[src/rtl/scl_gen_pkg.sv]
package scl_gen_pkg;
  typedef enum logic [2:0] {
    ST_OFF,
    ST_PARK,
    ST_LOW,
    ST_WAIT,
    ST_HIGH
  } scl_state_e;
endpackage

[src/rtl/scl_sync.sv]
module scl_sync #(
  parameter int STAGES = 2
) (
  input  logic clk_i,
  input  logic rst_ni,
  input  logic d_i,
  output logic q_o
);
  logic [STAGES-1:0] sr_q;

  // Idle bus level is high
  always_ff @(posedge clk_i or negedge rst_ni) begin
    if (!rst_ni) sr_q <= '1;
    else         sr_q <= {sr_q[STAGES-2:0], d_i};
  end

  assign q_o = sr_q[STAGES-1];
endmodule

[src/rtl/scl_brg.sv]
module scl_brg #(
  parameter int CW = 7
) (
  input  logic          clk_i,
  input  logic          rst_ni,
  input  logic          clr_i,
  input  logic          load_i,
  input  logic          run_i,
  input  logic [CW-1:0] reload_i,
  output logic          zero_o
);
  logic [CW-1:0] cnt_q;
  logic          ph_q;
  logic          tick;

  assign tick   = run_i & ph_q;
  assign zero_o = (cnt_q == '0);

  // Step enable every second clock, phase restarted on reload
  always_ff @(posedge clk_i or negedge rst_ni) begin
    if (!rst_ni)               ph_q <= 1'b0;
    else if (clr_i || load_i)  ph_q <= 1'b0;
    else if (run_i)            ph_q <= ~ph_q;
    else                       ph_q <= 1'b0;
  end

  always_ff @(posedge clk_i or negedge rst_ni) begin
    if (!rst_ni)                cnt_q <= '0;
    else if (clr_i)             cnt_q <= '0;
    else if (load_i)            cnt_q <= reload_i;
    else if (tick && !zero_o)   cnt_q <= cnt_q - CW'(1);
  end

  p_hold_zero_r8: assert property (@(posedge clk_i) disable iff (!rst_ni)
    (zero_o && !load_i && !clr_i) |=> zero_o);

  p_frozen_r3: assert property (@(posedge clk_i) disable iff (!rst_ni)
    (!run_i && !load_i && !clr_i) |=> $stable(cnt_q));

  p_single_step_r2: assert property (@(posedge clk_i) disable iff (!rst_ni)
    (!load_i && !clr_i) |=> (cnt_q == $past(cnt_q) || cnt_q == $past(cnt_q) - CW'(1)));
endmodule

[src/rtl/scl_timer.sv]
module scl_timer
  import scl_gen_pkg::*;
#(
  parameter int DIV_W       = 7,
  parameter int SYNC_STAGES = 2
) (
  input  logic             clk_i,
  input  logic             rst_ni,
  input  logic             en_i,
  input  logic [DIV_W-1:0] div_i,
  input  logic             low_req_i,
  input  logic             scl_i,
  output logic             scl_drive_low_o,
  output logic             phase_done_o
);
  scl_state_e state_q, state_d;
  logic       scl_s;
  logic       cnt_zero;
  logic       load;
  logic       clr;
  logic       run;

  scl_sync #(.STAGES(SYNC_STAGES)) u_sync (
    .clk_i (clk_i),
    .rst_ni(rst_ni),
    .d_i   (scl_i),
    .q_o   (scl_s)
  );

  scl_brg #(.CW(DIV_W)) u_brg (
    .clk_i   (clk_i),
    .rst_ni  (rst_ni),
    .clr_i   (clr),
    .load_i  (load),
    .run_i   (run),
    .reload_i(div_i),
    .zero_o  (cnt_zero)
  );

  assign clr = ~en_i;
  assign run = en_i & ((state_q == ST_LOW) | (state_q == ST_HIGH));

  always_comb begin
    state_d = state_q;
    load    = 1'b0;
    if (!en_i) begin
      state_d = ST_OFF;
    end else begin
      unique case (state_q)
        ST_OFF:  state_d = ST_PARK;
        ST_PARK: if (low_req_i) begin
                   state_d = ST_LOW;
                   load    = 1'b1;
                 end
        // Release only once the pulled-low line is visible
        ST_LOW:  if (cnt_zero && !scl_s) state_d = ST_WAIT;
        // Frozen until the line is really high
        ST_WAIT: if (scl_s) begin
                   state_d = ST_HIGH;
                   load    = 1'b1;
                 end
        ST_HIGH: if (cnt_zero) begin
                   if (low_req_i) begin
                     state_d = ST_LOW;
                     load    = 1'b1;
                   end else begin
                     state_d = ST_PARK;
                   end
                 end
        default: state_d = ST_OFF;
      endcase
    end
  end

  always_ff @(posedge clk_i or negedge rst_ni) begin
    if (!rst_ni) state_q <= ST_OFF;
    else         state_q <= state_d;
  end

  assign scl_drive_low_o = (state_q == ST_LOW);
  assign phase_done_o    = en_i & (state_q == ST_HIGH) & cnt_zero;

  p_done_pulse_r5: assert property (@(posedge clk_i) disable iff (!rst_ni)
    phase_done_o |=> !phase_done_o);

  p_off_release_r7: assert property (@(posedge clk_i) disable iff (!rst_ni)
    !en_i |=> (!scl_drive_low_o && !phase_done_o));

  p_wait_hold_r3: assert property (@(posedge clk_i) disable iff (!rst_ni)
    (state_q == ST_WAIT && !scl_s && en_i) |=> (!phase_done_o && !scl_drive_low_o));

  p_done_then_drive_r6: assert property (@(posedge clk_i) disable iff (!rst_ni)
    (phase_done_o && low_req_i) |=> scl_drive_low_o);

  p_park_no_done_r6: assert property (@(posedge clk_i) disable iff (!rst_ni)
    (state_q == ST_PARK) |-> !phase_done_o);
endmodule

[config.mk]
export PLATFORM = sky130hd
export DESIGN_NAME = scl_timer
export DESIGN_NICKNAME = d
export VERILOG_FILES = /design/src/rtl/scl_gen_pkg.sv /design/src/rtl/scl_sync.sv /design/src/rtl/scl_brg.sv /design/src/rtl/scl_timer.sv
export SDC_FILE = /design/constraint.sdc
export NUM_CORES = 1
export LEC_CHECK = 0
export BUFFER_PORTS_ARGS = -buffer_cell sky130_fd_sc_hd__buf_4
export CAP_MARGIN = 10
export CORE_ASPECT_RATIO = 0.9
export CORE_MARGIN = 2
export CORE_UTILIZATION = 50
export DETAILED_ROUTE_END_ITERATION = 12
export HOLD_SLACK_MARGIN = 0.05
export PLACE_DENSITY = 0.7
export SLEW_MARGIN = 25
export SYNTH_ARGS = -nofsm -noshare
export SYNTH_HDL_FRONTEND = slang
export SYNTH_SLANG_ARGS = --single-unit
[constraint.sdc]
create_clock -name clk_i -period 5.22 [get_ports clk_i]
set_input_delay 1.044 -clock clk_i [delete_from_list [all_inputs] [get_ports clk_i]]
set_output_delay 1.044 -clock clk_i [all_outputs]
set_load 0.02 [all_outputs]
==> impl_metrics.env <==
export IMPL_cp_max_fo=5
export IMPL_syn2layout_area_growth_pct=16.0
export IMPL_clockBufferDepth=2
export IMPL_nNetsFinal=119
export IMPL_grt_pass1_vias=716
export IMPL_initial_utilization_pct=51.8
export IMPL_grt_ovfl_total=0
export IMPL_arrival_ns=1.73
export IMPL_maxSlewViolCount=0
export IMPL_relSlewSlack_pct=63.9
export IMPL_finalCriticalPeriod_ns=2.78
export IMPL_setup_tns_ns=0
export IMPL_synth_area_per_cell_um2=9.28
export IMPL_p_leak_nw=0.396
export IMPL_yosys_register_bits=13
export IMPL_worst_pin_slew_ns=0.538
export IMPL_drc=0
export IMPL_hold_viol_final=0
export IMPL_ys_seq_area_share_pct=38.8
export IMPL_grt_usage_pct=21.3
export IMPL_ir_worst_vdd_v=0.000209
export IMPL_synthFlopType="dfrtp_1"
export IMPL_seq_area_um2=328
export IMPL_num_vias=723
export IMPL_place_port_buffers=13
export IMPL_coreArea_um2=1630
export IMPL_synth_area_top_cells="dfrtp_1, dfstp_2, a21oi_1, a211oi_1, xnor2_1"
export IMPL_fill_cells=154
export IMPL_yosys_top_cells_count="dfrtp_1, a21oi_1, nor2_1"
export IMPL_finalCritPeriodShare_pct=53.2
export IMPL_avgViaCountPerCell=5.65
export IMPL_required_ns=4.18
export IMPL_die_h_um=43.0
export IMPL_yosysWarnings=0
export IMPL_clk_pin_slew_worst_paths_ns=0.08
export IMPL_setup_viol=0
export IMPL_grt_max_degree=14
export IMPL_dieArea_um2=2030
export IMPL_grt_pass1_wl_um=3030
export IMPL_die_w_um=47.3
export IMPL_synth_edf_count=0
export IMPL_max_freq_mhz=360
export IMPL_insertion_delay_ns=0.28
export IMPL_skew_ns=0.00280
export IMPL_synth_largest_area_cell="dfrtp_1"
export IMPL_min_path_type="reg -> reg"
export IMPL_cts_max_level=1
export IMPL_rsz0062_at_grt="no"
export IMPL_dp_hpwl_um=1280
export IMPL_synth_cell_type_count=40
export IMPL_drt_iter0_drc=19
export IMPL_fin_total_pwr_w=0.000407
export IMPL_maxCapViolCount=0
export IMPL_boundaryPins=14
export IMPL_status="finished, final reports clean"
export IMPL_row_count=14
export IMPL_antenna_found_initial=0
export IMPL_syn_num_nets=105
export IMPL_cts_tree="yes"
export IMPL_clkSinkCount=13
export IMPL_cts_buffers=3
export IMPL_root_buffer="clkbuf_4"
export IMPL_post_cts_buffers=0
export IMPL_synthArstFlopShare_pct=100
export IMPL_syn_area_um2=845
export IMPL_routed_wl_um=1740
export IMPL_synth_most_common_cell="dfrtp_1"
export IMPL_cp_end_kind="output port"
export IMPL_antenna_left=0
export IMPL_dr_pass1_iters=4
export IMPL_startpoint_type="flip-flop"
export IMPL_hold_buffers=0
export IMPL_multi_input_area_um2=479
export IMPL_n_antenna_cell=0
export IMPL_drive_gt1_share_pct=22.1
export IMPL_worstSetupPathType="reg -> out"
export IMPL_gp_congestion=0.853
export IMPL_yosysTopAreaCellShare_pct=32.6
export IMPL_synthCells=91
export IMPL_cts_resized=0
export IMPL_power_density_nw_per_um2=415
export IMPL_wl_per_cell_um=13.6
## area by class of cell
type	instances	area share (%)
flip-flops and latches	13	33.5
well taps	24	3.07
multi-input cells	69	48.9
clock buffers	4	2.68
repair buffers	13	9.96
inverters	5	1.92
## path summary, 6_finish.rpt
kind,start,end,slack (ns),cells past startpoint
hold / removal,u_sync.sr_q[0],u_sync.sr_q[1],0.36,0
hold reg to reg,u_sync.sr_q[0],u_sync.sr_q[1],0.36,0
min in group asynchronous,rst_ni,u_brg.cnt_q[5],0.59,1
setup / recovery,u_brg.cnt_q[0],phase_done_o,2.44,6
setup reg to reg,u_brg.cnt_q[0],u_brg.cnt_q[3],2.98,6
max in group asynchronous,rst_ni,u_sync.sr_q[1],4.39,1
## layout by cell type (no fill, tap or decap), drive strengths merged, types with 4 or more instances in the layout
cell type  count
a211oi         5
a21oi          9
buf           13
clkbuf         4
dfrtp         11
inv            4
nand2          5
nor2           7
xnor2          4
## critical path, cell delays in order, from the launching register on
cell	delay [ns]
dfrtp_1	0.36
inv_1	0.13
ha_1	0.19
nor2b_1	0.32
nand2_1	0.16
nor2_1	0.13
buf_4	0.15
## per-layer routing
layer,GRT usage [%],up-vias,wire length (um),share of wire [%]
li1,-,363,-,-
met1,28.2,340,808,46
met2,32.7,18,822,47
met3,3.83,2,84,4.8
met4,10.0,0,27,1.5
met5,0,-,0,0
## state kept, by name, indices dropped and copies added, names as in the netlist
| name | count |
|---|---|
| u_brg.ph_q | 1 |
| state_q | 3 |
| u_brg.cnt_q | 7 |
| u_sync.sr_q | 2 |
## report_power, final
part | switching, W | total (W) | leakage, nW | internal [W]
Combinational | 0.0000970 | 0.000180 | 0.212 | 0.0000825
Sequential | 0.0000371 | 0.000162 | 0.169 | 0.000125
Clock | 0.0000354 | 0.0000651 | 0.0150 | 0.0000297
## kinds of logic (layout without fill, tap and decap cells)
family / after synthesis / count (layout) / synth area share [%]
buffers and inverters: 9 / 22 / 4.44
xor gates and xnor gates: 4 / 4 / 4.15
adders and majority gates: 2 / 2 / 2.96
DFF: 13 / 13 / 38.8
and+or+nand+nor: 33 / 33 / 24.0
AOI/OAI and AO/OA: 26 / 26 / 20.4
muxes: 4 / 4 / 5.18
## per-stage QoR
step	hold WS [ns]	setup WS (ns)	instances	util (%)	cell area, um2
finish	0.362	2.44	128	60.1	980
global route	0.368	2.28	128	60.1	980
CTS	0.361	2.44	128	60.1	980
detailed placement	0.349	2.65	124	58.5	953
global placement	0.346	2.70	124	58.5	953
floorplan	0.345	2.57	91	-	845
No activity file was read; power rests on OpenSTA's default activity.
